## src/rtl/exc_entry_pkg.sv

```systemverilog
package exc_entry_pkg;

    // States of the entry sequence, in the order they are normally visited.
    typedef enum logic [2:0] {
        ST_IDLE    = 3'd0,
        ST_PUSH_PC = 3'd1,
        ST_PUSH_PG = 3'd2,
        ST_PUSH_SR = 3'd3,
        ST_CLR_T   = 3'd4,
        ST_VEC_PG  = 3'd5,
        ST_VEC_OFS = 3'd6
    } ent_state_t;

    function automatic logic is_push(input ent_state_t s);
        return (s == ST_PUSH_PC) || (s == ST_PUSH_PG) || (s == ST_PUSH_SR);
    endfunction

    function automatic logic is_fetch(input ent_state_t s);
        return (s == ST_VEC_PG) || (s == ST_VEC_OFS);
    endfunction

endpackage

```

## src/rtl/ees_fsm.sv

```systemverilog
module ees_fsm
    import exc_entry_pkg::*;
(
    input  logic       clk,
    input  logic       rst_n,
    input  logic       exc_req,
    input  logic       big_lat,
    input  logic       wr_rdy,
    input  logic       rd_rdy,
    output ent_state_t state_q,
    output logic       accept,
    output logic       wr_req,
    output logic       rd_req,
    output logic       wr_done,
    output logic       rd_done,
    output logic       busy
);

    ent_state_t state_d;

    // State register
    always_ff @(posedge clk or negedge rst_n) begin
        if (!rst_n) state_q <= ST_IDLE;
        else        state_q <= state_d;
    end

    // Transitions
    always_comb begin
        state_d = state_q;
        unique case (state_q)
            ST_IDLE:    if (exc_req) state_d = ST_PUSH_PC;
            ST_PUSH_PC: if (wr_rdy)  state_d = big_lat ? ST_PUSH_PG : ST_PUSH_SR;
            ST_PUSH_PG: if (wr_rdy)  state_d = ST_PUSH_SR;
            ST_PUSH_SR: if (wr_rdy)  state_d = ST_CLR_T;
            ST_CLR_T:                state_d = big_lat ? ST_VEC_PG : ST_VEC_OFS;
            ST_VEC_PG:  if (rd_rdy)  state_d = ST_VEC_OFS;
            ST_VEC_OFS: if (rd_rdy)  state_d = ST_IDLE;
            default:                 state_d = ST_IDLE;
        endcase
    end

    // Outputs decoded from the current state
    always_comb begin
        busy    = (state_q != ST_IDLE);
        accept  = (state_q == ST_IDLE) && exc_req;
        wr_req  = is_push(state_q);
        rd_req  = is_fetch(state_q);
        wr_done = wr_req && wr_rdy;
        rd_done = rd_req && rd_rdy;
    end

    // a request is never dropped before its ready
    p_wr_hold_r9: assert property (@(posedge clk) disable iff (!rst_n)
        (wr_req && !wr_rdy) |=> wr_req);
    p_rd_hold_r9: assert property (@(posedge clk) disable iff (!rst_n)
        (rd_req && !rd_rdy) |=> rd_req);
    p_excl_r9: assert property (@(posedge clk) disable iff (!rst_n)
        !(wr_req && rd_req));

    // no memory traffic while idle
    p_idle_quiet_r10: assert property (@(posedge clk) disable iff (!rst_n)
        !busy |-> (!wr_req && !rd_req));

endmodule

```

## src/rtl/ees_ctx.sv

```systemverilog
module ees_ctx
    import exc_entry_pkg::*;
#(
    parameter int WORD_W = 16,
    parameter int PAGE_W = 8,
    parameter int VEC_W  = 7,
    parameter int T_BIT  = 15
) (
    input  logic              clk,
    input  logic              rst_n,
    input  ent_state_t        state_q,
    input  logic              accept,
    input  logic              wr_done,
    input  logic              rd_done,
    input  logic [WORD_W-1:0] pc_in,
    input  logic [PAGE_W-1:0] page_in,
    input  logic [WORD_W-1:0] sr_in,
    input  logic [WORD_W-1:0] sp_in,
    input  logic [VEC_W-1:0]  vec_in,
    input  logic              big_in,
    input  logic [WORD_W-1:0] rd_data,
    output logic [WORD_W-1:0] pc_q,
    output logic [PAGE_W-1:0] page_q,
    output logic [WORD_W-1:0] sr_q,
    output logic [WORD_W-1:0] sp_q,
    output logic [VEC_W-1:0]  vec_q,
    output logic              big_q
);

    localparam int STEP = WORD_W / 8;

    logic [PAGE_W-1:0] pg_tmp;

    always_ff @(posedge clk or negedge rst_n) begin
        if (!rst_n) begin
            pc_q   <= '0;
            page_q <= '0;
            sr_q   <= '0;
            sp_q   <= '0;
            vec_q  <= '0;
            big_q  <= 1'b0;
            pg_tmp <= '0;
        end else begin
            if (accept) begin
                pc_q   <= pc_in;
                page_q <= page_in;
                sr_q   <= sr_in;
                sp_q   <= sp_in;
                vec_q  <= vec_in;
                big_q  <= big_in;
            end
            if (wr_done) sp_q <= sp_q - WORD_W'(STEP);
            if (state_q == ST_CLR_T) sr_q[T_BIT] <= 1'b0;
            if (rd_done && (state_q == ST_VEC_PG)) pg_tmp <= rd_data[PAGE_W-1:0];
            if (rd_done && (state_q == ST_VEC_OFS)) begin
                pc_q <= rd_data;
                if (big_q) page_q <= pg_tmp;
            end
        end
    end

    // small mode leaves the page untouched when the target loads
    p_page_keep_r7: assert property (@(posedge clk) disable iff (!rst_n)
        (rd_done && (state_q == ST_VEC_OFS) && !big_q) |=> (page_q == $past(page_q)));

endmodule

```

## src/rtl/ees_addr.sv

```systemverilog
module ees_addr
    import exc_entry_pkg::*;
#(
    parameter int WORD_W = 16,
    parameter int PAGE_W = 8,
    parameter int VEC_W  = 7
) (
    input  ent_state_t        state_q,
    input  logic [WORD_W-1:0] pc_q,
    input  logic [PAGE_W-1:0] page_q,
    input  logic [WORD_W-1:0] sr_q,
    input  logic [WORD_W-1:0] sp_q,
    input  logic [VEC_W-1:0]  vec_q,
    input  logic              big_q,
    output logic [WORD_W-1:0] wr_addr,
    output logic [WORD_W-1:0] wr_data,
    output logic [WORD_W-1:0] rd_addr
);

    localparam int STEP     = WORD_W / 8;
    localparam int SMALL_SH = $clog2(STEP);
    localparam int LARGE_SH = SMALL_SH + 1;

    logic [WORD_W-1:0] vec_x;
    logic [WORD_W-1:0] small_ent;
    logic [WORD_W-1:0] large_ent;

    assign vec_x     = WORD_W'(vec_q);
    assign small_ent = vec_x << SMALL_SH;
    assign large_ent = vec_x << LARGE_SH;
    assign wr_addr   = sp_q - WORD_W'(STEP);

    always_comb begin
        unique case (state_q)
            ST_PUSH_PC: wr_data = pc_q;
            ST_PUSH_PG: wr_data = WORD_W'(page_q);
            ST_PUSH_SR: wr_data = sr_q;
            default:    wr_data = '0;
        endcase
    end

    always_comb begin
        unique case (state_q)
            ST_VEC_PG:  rd_addr = large_ent;
            ST_VEC_OFS: rd_addr = big_q ? (large_ent + WORD_W'(STEP)) : small_ent;
            default:    rd_addr = '0;
        endcase
    end

endmodule

```

## src/rtl/exc_entry_seq.sv

```systemverilog
module exc_entry_seq
    import exc_entry_pkg::*;
#(
    parameter int WORD_W = 16,
    parameter int PAGE_W = 8,
    parameter int VEC_W  = 7,
    parameter int T_BIT  = 15
) (
    input  logic              clk,
    input  logic              rst_n,
    input  logic              exc_req,
    input  logic [VEC_W-1:0]  vector,
    input  logic              big_mode,
    input  logic [WORD_W-1:0] pc_in,
    input  logic [PAGE_W-1:0] page_in,
    input  logic [WORD_W-1:0] sr_in,
    input  logic [WORD_W-1:0] sp_in,
    output logic              wr_req,
    output logic [WORD_W-1:0] wr_addr,
    output logic [WORD_W-1:0] wr_data,
    input  logic              wr_rdy,
    output logic              rd_req,
    output logic [WORD_W-1:0] rd_addr,
    input  logic [WORD_W-1:0] rd_data,
    input  logic              rd_rdy,
    output logic              busy,
    output logic [WORD_W-1:0] pc_out,
    output logic [PAGE_W-1:0] page_out,
    output logic [WORD_W-1:0] sr_out,
    output logic [WORD_W-1:0] sp_out
);

    ent_state_t       state_q;
    logic             accept;
    logic             wr_done;
    logic             rd_done;
    logic [VEC_W-1:0] vec_q;
    logic             big_q;

    ees_fsm u_fsm (
        .clk     (clk),
        .rst_n   (rst_n),
        .exc_req (exc_req),
        .big_lat (big_q),
        .wr_rdy  (wr_rdy),
        .rd_rdy  (rd_rdy),
        .state_q (state_q),
        .accept  (accept),
        .wr_req  (wr_req),
        .rd_req  (rd_req),
        .wr_done (wr_done),
        .rd_done (rd_done),
        .busy    (busy)
    );

    ees_ctx #(
        .WORD_W (WORD_W),
        .PAGE_W (PAGE_W),
        .VEC_W  (VEC_W),
        .T_BIT  (T_BIT)
    ) u_ctx (
        .clk     (clk),
        .rst_n   (rst_n),
        .state_q (state_q),
        .accept  (accept),
        .wr_done (wr_done),
        .rd_done (rd_done),
        .pc_in   (pc_in),
        .page_in (page_in),
        .sr_in   (sr_in),
        .sp_in   (sp_in),
        .vec_in  (vector),
        .big_in  (big_mode),
        .rd_data (rd_data),
        .pc_q    (pc_out),
        .page_q  (page_out),
        .sr_q    (sr_out),
        .sp_q    (sp_out),
        .vec_q   (vec_q),
        .big_q   (big_q)
    );

    ees_addr #(
        .WORD_W (WORD_W),
        .PAGE_W (PAGE_W),
        .VEC_W  (VEC_W)
    ) u_addr (
        .state_q (state_q),
        .pc_q    (pc_out),
        .page_q  (page_out),
        .sr_q    (sr_out),
        .sp_q    (sp_out),
        .vec_q   (vec_q),
        .big_q   (big_q),
        .wr_addr (wr_addr),
        .wr_data (wr_data),
        .rd_addr (rd_addr)
    );

    // busy only rises after a sampled request
    p_busy_rise_r2: assert property (@(posedge clk) disable iff (!rst_n)
        $rose(busy) |-> $past(exc_req));

    // a completed push leaves the stack pointer at the written address
    p_sp_follows_push_r3: assert property (@(posedge clk) disable iff (!rst_n)
        (wr_req && wr_rdy) |=> (sp_out == $past(wr_addr)));

    // the trace bit is already clear whenever the vector table is read
    p_t_clear_r6: assert property (@(posedge clk) disable iff (!rst_n)
        rd_req |-> !sr_out[T_BIT]);

    // stalled write and read present stable address and data
    p_wr_stable_r9: assert property (@(posedge clk) disable iff (!rst_n)
        (wr_req && !wr_rdy) |=> ($stable(wr_addr) && $stable(wr_data)));
    p_rd_stable_r9: assert property (@(posedge clk) disable iff (!rst_n)
        (rd_req && !rd_rdy) |=> $stable(rd_addr));

endmodule

```

## config.mk

```make
export PLATFORM = sky130hd
export DESIGN_NAME = exc_entry_seq
export DESIGN_NICKNAME = d
export VERILOG_FILES = /design/src/rtl/exc_entry_pkg.sv /design/src/rtl/ees_fsm.sv /design/src/rtl/ees_ctx.sv /design/src/rtl/ees_addr.sv /design/src/rtl/exc_entry_seq.sv
export SDC_FILE = /design/constraint.sdc
export NUM_CORES = 1
export LEC_CHECK = 0
export CAP_MARGIN = 25
export CORE_ASPECT_RATIO = 0.6
export CORE_MARGIN = 2
export CORE_UTILIZATION = 46
export CTS_BUF_LIST = sky130_fd_sc_hd__clkbuf_4
export DETAILED_ROUTE_END_ITERATION = 6
export PLACE_DENSITY = 0.88
export SLEW_MARGIN = 20
export SYNTH_ARGS = -nofsm -noshare
export SYNTH_HDL_FRONTEND = slang
export SYNTH_SLANG_ARGS = --single-unit
```

## constraint.sdc

```tcl
create_clock -name clk -period 5.5 [get_ports clk]
set_input_delay 0.55 -clock clk [delete_from_list [all_inputs] [get_ports clk]]
set_output_delay 0.55 -clock clk [all_outputs]
set_load 0.01 [all_outputs]
```

Word-level counts from Yosys, hierarchy flattened
Index checks and enable logic that the tools add are counted.

Output and inout bits: 107. Flip-flop bits (word level): 75. Bits of input ports: 85.

Eq/ne operators: 12. Add/sub/neg operators: 2. Reduce and logical (&&, ||, !) cells: 14. Muxes and demuxes: 21.

Operator list (number): $mux 16 (6); $pmux 16 s3 (1); $pmux 16 s2 (1); $mux 8 (3); $pmux 3 s7 (1); $mux 3 (6); $sub 16x2->16 const B (1); $ne 2x2->1 const B (6); $add 9x2->10 const B (1); $eq 3x3->1 const B (3); $eq 3x2->1 const B (2); $reduce_and 6->1 (1); $reduce_bool 2->1 (3); $logic_and 1x1->1 (5); $eq 3x1->1 const B (1); $logic_not 3->1 (1); $logic_or 1x1->1 (3); $reduce_bool 3->1 (1); $mux 1 (2); $mux 2 (1).

Longest topological paths before layout
Word-level depth: 5. Depth in mapped cells: 7.

Hierarchy
A second synthesis with hierarchy kept.

Cells, all modules: 435. Area, all modules: 4370.4 µm².

By module, submodules not included: ees_ctx (cells an instance 281, area an instance 3231.8 µm², instances 1); ees_addr (cells an instance 119, area an instance 867.1 µm², instances 1); ees_fsm (cells an instance 35, area an instance 271.5 µm², instances 1).

Least setup slack after synthesis
OpenSTA, ideal clock, no wires.

Path type: reg-to-output. From: register u_ctx.sp_q[1]. To: output wr_addr[9]. Data required time: 4.950 ns. Path buffers: 0. Data arrival time: 1.661 ns. Path slack: 3.289 ns. Stages on the path, launching flop included: 7. Path through: dfrtp_1 -> inv_1 -> ha_1 -> nor3b_1 -> nand2_1 -> nor2_1 -> xor2_1.

Word-level cells in the longest chain between the ends: 1.

Ends and longest elaborated chain: start, declared (RTL line ees_ctx.sv:25) `output logic [WORD_W-1:0] sp_q,`; start signal, assigned (RTL line ees_ctx.sv:48) `sp_q <= sp_in;`; start signal, assigned (RTL line ees_ctx.sv:52) `if (wr_done) sp_q <= sp_q - WORD_W'(STEP);`; $sub 16x2->16 (RTL line ees_addr.sv:31) `assign wr_addr = sp_q - WORD_W'(STEP);`; end, declared (RTL line exc_entry_seq.sv:19) `output logic [WORD_W-1:0] wr_addr,`.

No other way between the ends.

Worst setup path after layout
From: register u_fsm.state_q[0]. To: output rd_addr[6].

Word-level cells in the longest chain between the ends: 2. Elaborated cells between the ends (all ways): 3. Classes of those cells: 2 x eq/ne; 1 x mux.

Ends and longest elaborated chain: start, declared (RTL line ees_fsm.sv:10) `output ent_state_t state_q,`; start signal, assigned (RTL line ees_fsm.sv:24) `else state_q <= state_d;`; $eq 3x3->1 (RTL line ees_addr.sv:43) `unique case (state_q)`; $pmux 16 s2 (*) (RTL line ees_addr.sv:43); end, declared (RTL line exc_entry_seq.sv:23) `output logic [WORD_W-1:0] rd_addr,`.

Every way passes the cells marked *; elsewhere a longest branch is shown, timed or not.

==> impl_metrics.json <==
{
  "path_common_cell": "nor2b_1",
  "core_sq_um": 8621,
  "syn_inst": 453,
  "ys.flop_type": "dfrtp_1",
  "grt_max_degree": 76,
  "antenna_cells": 0,
  "relSlewSlack_pct": 37.04,
  "yosys.area_share.simple_pct": 23.42,
  "mostFrequentLayoutCell": "clkdlybuf4s50_1",
  "fp.dieW_um": 126.3,
  "final.setup.tns_ps": 0,
  "grt_antenna_before_repair": 1,
  "path_max_fanout": 28,
  "setup_viol_count_final": 0,
  "die_y_um": 77.40,
  "cp-startpoint": "u_fsm.state_q[0]",
  "clockBufferDepth": 2,
  "drv_cap": 0,
  "status": "finished, final reports clean",
  "holdWs_ps": 480.7,
  "path_cells": "nor2b_1 -> a21o_1 -> a22oi_1 -> nor2b_1 -> clkdlybuf4s50_1",
  "comb_power_share_pct": 59.5,
  "internal_power_mw": 2.031,
  "clkSinkCount": 75,
  "grt_pass1_vias": 3982,
  "grt_setup_unrepaired": "false",
  "via_per_inst": 5.534,
  "placementRows": 26,
  "crit_type": "reg -> out",
  "ys_seq_elements": 75,
  "hp-class": "in -> async",
  "crit_end": "rd_addr[6]",
  "clk_pin_slew_worst_paths_ps": 130,
  "postCtsResizedCells": 0,
  "p_total_mw": 3.530,
  "finalHoldViolCount": 0,
  "drcViolationCount": 0,
  "cellPowerDensity_nw_per_um2": 579.4,
  "grt_first_pass_wirelength_mm": 20.96,
  "dp_hpwl_mm": 9.687,
  "die-area_sq_um": 9777,
  "cts_inserted_buffers": 9,
  "p_sw_share_pct": 42.47,
  "synthXorXnorAreaFrac_pct": 2.545,
  "ys_types": 54,
  "reg2reg_slack_ps": 2780,
  "clock_latency_ps": 450,
  "post-route-util_pct": 70.68,
  "start_kind": "register",
  "h-tree-depth": 3,
  "synth_fa_ha_area_share_pct": 0.3029,
  "min_period_ps": 3604,
  "peakVddDrop_uv": 326.4,
  "timing.fmax_mhz": 277.5,
  "initial_core_util_pct": 47.91,
  "multi_input_area_sq_um": 2021,
  "dr.pass1.iters": 5,
  "arrival_ps": 3050,
  "nets": 707,
  "seq_area_frac_synth_pct": 45.44,
  "portBuffers": 183,
  "muxShareOfSynthArea_pct": 8.513,
  "syn_avg_cell_area_sq_um": 9.117,
  "worst_pin_slew_ps": 944.4,
  "p_clk_share_pct": 8.5,
  "num_vias": 4084,
  "async_flop_share_pct": 100.0,
  "crit_path_end_kind": "output pin",
  "p_sw_mw": 1.499,
  "slew_viol_final": 0,
  "synth_edf_count": 0,
  "gp_congestion": 0.8927,
  "syn_to_final_growth_pct": 47.53,
  "fillers": 666,
  "avgRoutedWirePerCell_um": 18.20,
  "r2r-start": "u_fsm.state_q[0]",
  "register_area_sq_um": 1877,
  "ys_warn_count": 0,
  "grt_use_total_pct": 27.45,
  "synth_area_sq_um": 4130,
  "leakagePower_nw": 2.584,
  "ant_nets": 0,
  "synth_top_family_by_area": "simple AND/OR/NAND/NOR gates",
  "reg2reg_to": "u_ctx.pc_q[14]",
  "cts_tree": "done",
  "min_period_over_period_pct": 65.53,
  "r2r_cells": 5,
  "cp_slowest_stage_delay_ps": 990,
  "drive_gt1_share_pct": 8.147,
  "drt_iter0_markers": 248,
  "cpMaxStageDelayCell": "dfrtp_1",
  "overflow": 0,
  "final_cell_mix": "clkdlybuf4s50_1, nand2_1, dfrtp_1",
  "root_buffer": "clkbuf_4",
  "synth_compound_area_share_pct": 13.42,
  "num_io_pins": 192,
  "clock_skew_ps": 14.83,
  "sequentialPowerShare_pct": 32.0,
  "required_ps": 4950,
  "drt-total-wl_mm": 13.44
}
==> worst max-delay path, delay by kind of cell, from the launching register on <==
family	cells	cell delay [ps]
and+or+nand+nor	2	680
DFF	1	990
buffers and inverters	1	560
AOI/OAI and AO/OA	2	380
==> power groups by stage <==
stage          registers, mW  clock network [mW]  logic (mW)
6_report                1.13               0.299        2.10
2_1_floorplan           1.11                   0        1.07
3_5_place_dp            1.15                   0        2.05
3_3_place_gp            1.13                   0        2.00
4_1_cts                 1.14               0.305        2.06
5_1_grt                 1.17               0.331        2.26
==> worst min path at each step <==
stage	startpoint	end	slack, ps
after floorplan	rst_n	u_ctx.big_q	250
after global placement	u_ctx.pg_tmp[7]	u_ctx.page_q[7]	460
after detailed placement	u_ctx.pg_tmp[7]	u_ctx.page_q[7]	470
after CTS	rst_n	u_ctx.vec_q[1]	260
after global routing	rst_n	u_ctx.vec_q[1]	470
final	rst_n	u_ctx.vec_q[1]	480
==> routing by layer <==
metal / track usage [%] / vias up / wire length [um]
met3: 10.69 / 24 / 1328
met5: 0 / - / 13
met2: 42.37 / 194 / 6141
met4: 7.692 / 2 / 214
li1: - / 1897 / -
met1: 36.29 / 1967 / 5736
==> final cells by class <==
type	count	share of cell area, %
tap	112	2.300
timing repair buffer	190	31.58
clock buffer	9	1.109
multi-input combinational	340	33.16
inverter	5	0.3080
sequential	75	30.80
clock inverter	7	0.7392
==> Yosys cell counts, types with 2 or more instances <==
| library cell | number | share of area [%] |
|---|---|---|
| nand2_1 | 86 | 7.8 |
| dfrtp_1 | 75 | 45 |
| nor2_1 | 62 | 5.6 |
| a22oi_1 | 19 | 3.5 |
| mux2_2 | 17 | 4.6 |
| mux2i_1 | 16 | 3.9 |
| o21ai_0 | 16 | 1.9 |
| o22ai_1 | 16 | 2.4 |
| buf_2 | 15 | 1.8 |
| nand3_1 | 13 | 1.6 |
| buf_4 | 11 | 2.0 |
| clkbuf_1 | 10 | 0.91 |
| nor2b_1 | 9 | 1.4 |
| xnor2_1 | 8 | 1.7 |
| a221o_1 | 7 | 1.7 |
| or3_1 | 7 | 1.1 |
| inv_1 | 5 | 0.45 |
| nor3_1 | 5 | 0.61 |
| buf_6 | 4 | 1.1 |
| nand4_1 | 4 | 0.61 |
| xor2_1 | 4 | 0.85 |
| a21o_1 | 3 | 0.55 |
| a21oi_1 | 3 | 0.36 |
| nand2b_1 | 3 | 0.45 |
| nor3b_1 | 2 | 0.36 |
| nor4_1 | 2 | 0.30 |
| o21bai_1 | 2 | 0.36 |
| o31ai_1 | 2 | 0.36 |
| or4_1 | 2 | 0.36 |
==> sequential cells by signal, indices dropped and copies added, names as in the netlist <==
name           count
u_ctx.vec_q        7
u_ctx.big_q        1
u_ctx.sp_q        16
u_fsm.state_q      3
u_ctx.sr_q        16
u_ctx.pc_q        16
u_ctx.pg_tmp       8
u_ctx.page_q       8
==> what timing repair did <==
action | 4_1_cts | 5_1_grt
setup buffers | 0 | 0
hold buffers | 0 | 1
endpoints found under the setup margin | 0 | 0
hold endpoints to repair | 0 | 16
==> cell families after synthesis <==
family / count (synthesis)
other: 1
AND/OR/NAND/NOR: 208
multiplexers: 33
AO/OA/AOI/OAI: 78
buffers and inverters: 45
flip-flops: 75
adder cells (fa/ha/maj): 1
XOR/XNOR: 12
==> metrics by stage <==
stage / cell area [sq um] / std cells / worst slack, ps
2_1_floorplan: 4156 / 460 / 3289
5_1_grt: 6093 / 738 / 1686
6_report: 6093 / 738 / 1896
3_3_place_gp: 5908 / 718 / 2131
4_1_cts: 6021 / 734 / 1500
3_5_place_dp: 5908 / 718 / 1991
Note: power is estimated with default switching activity, not from simulation.
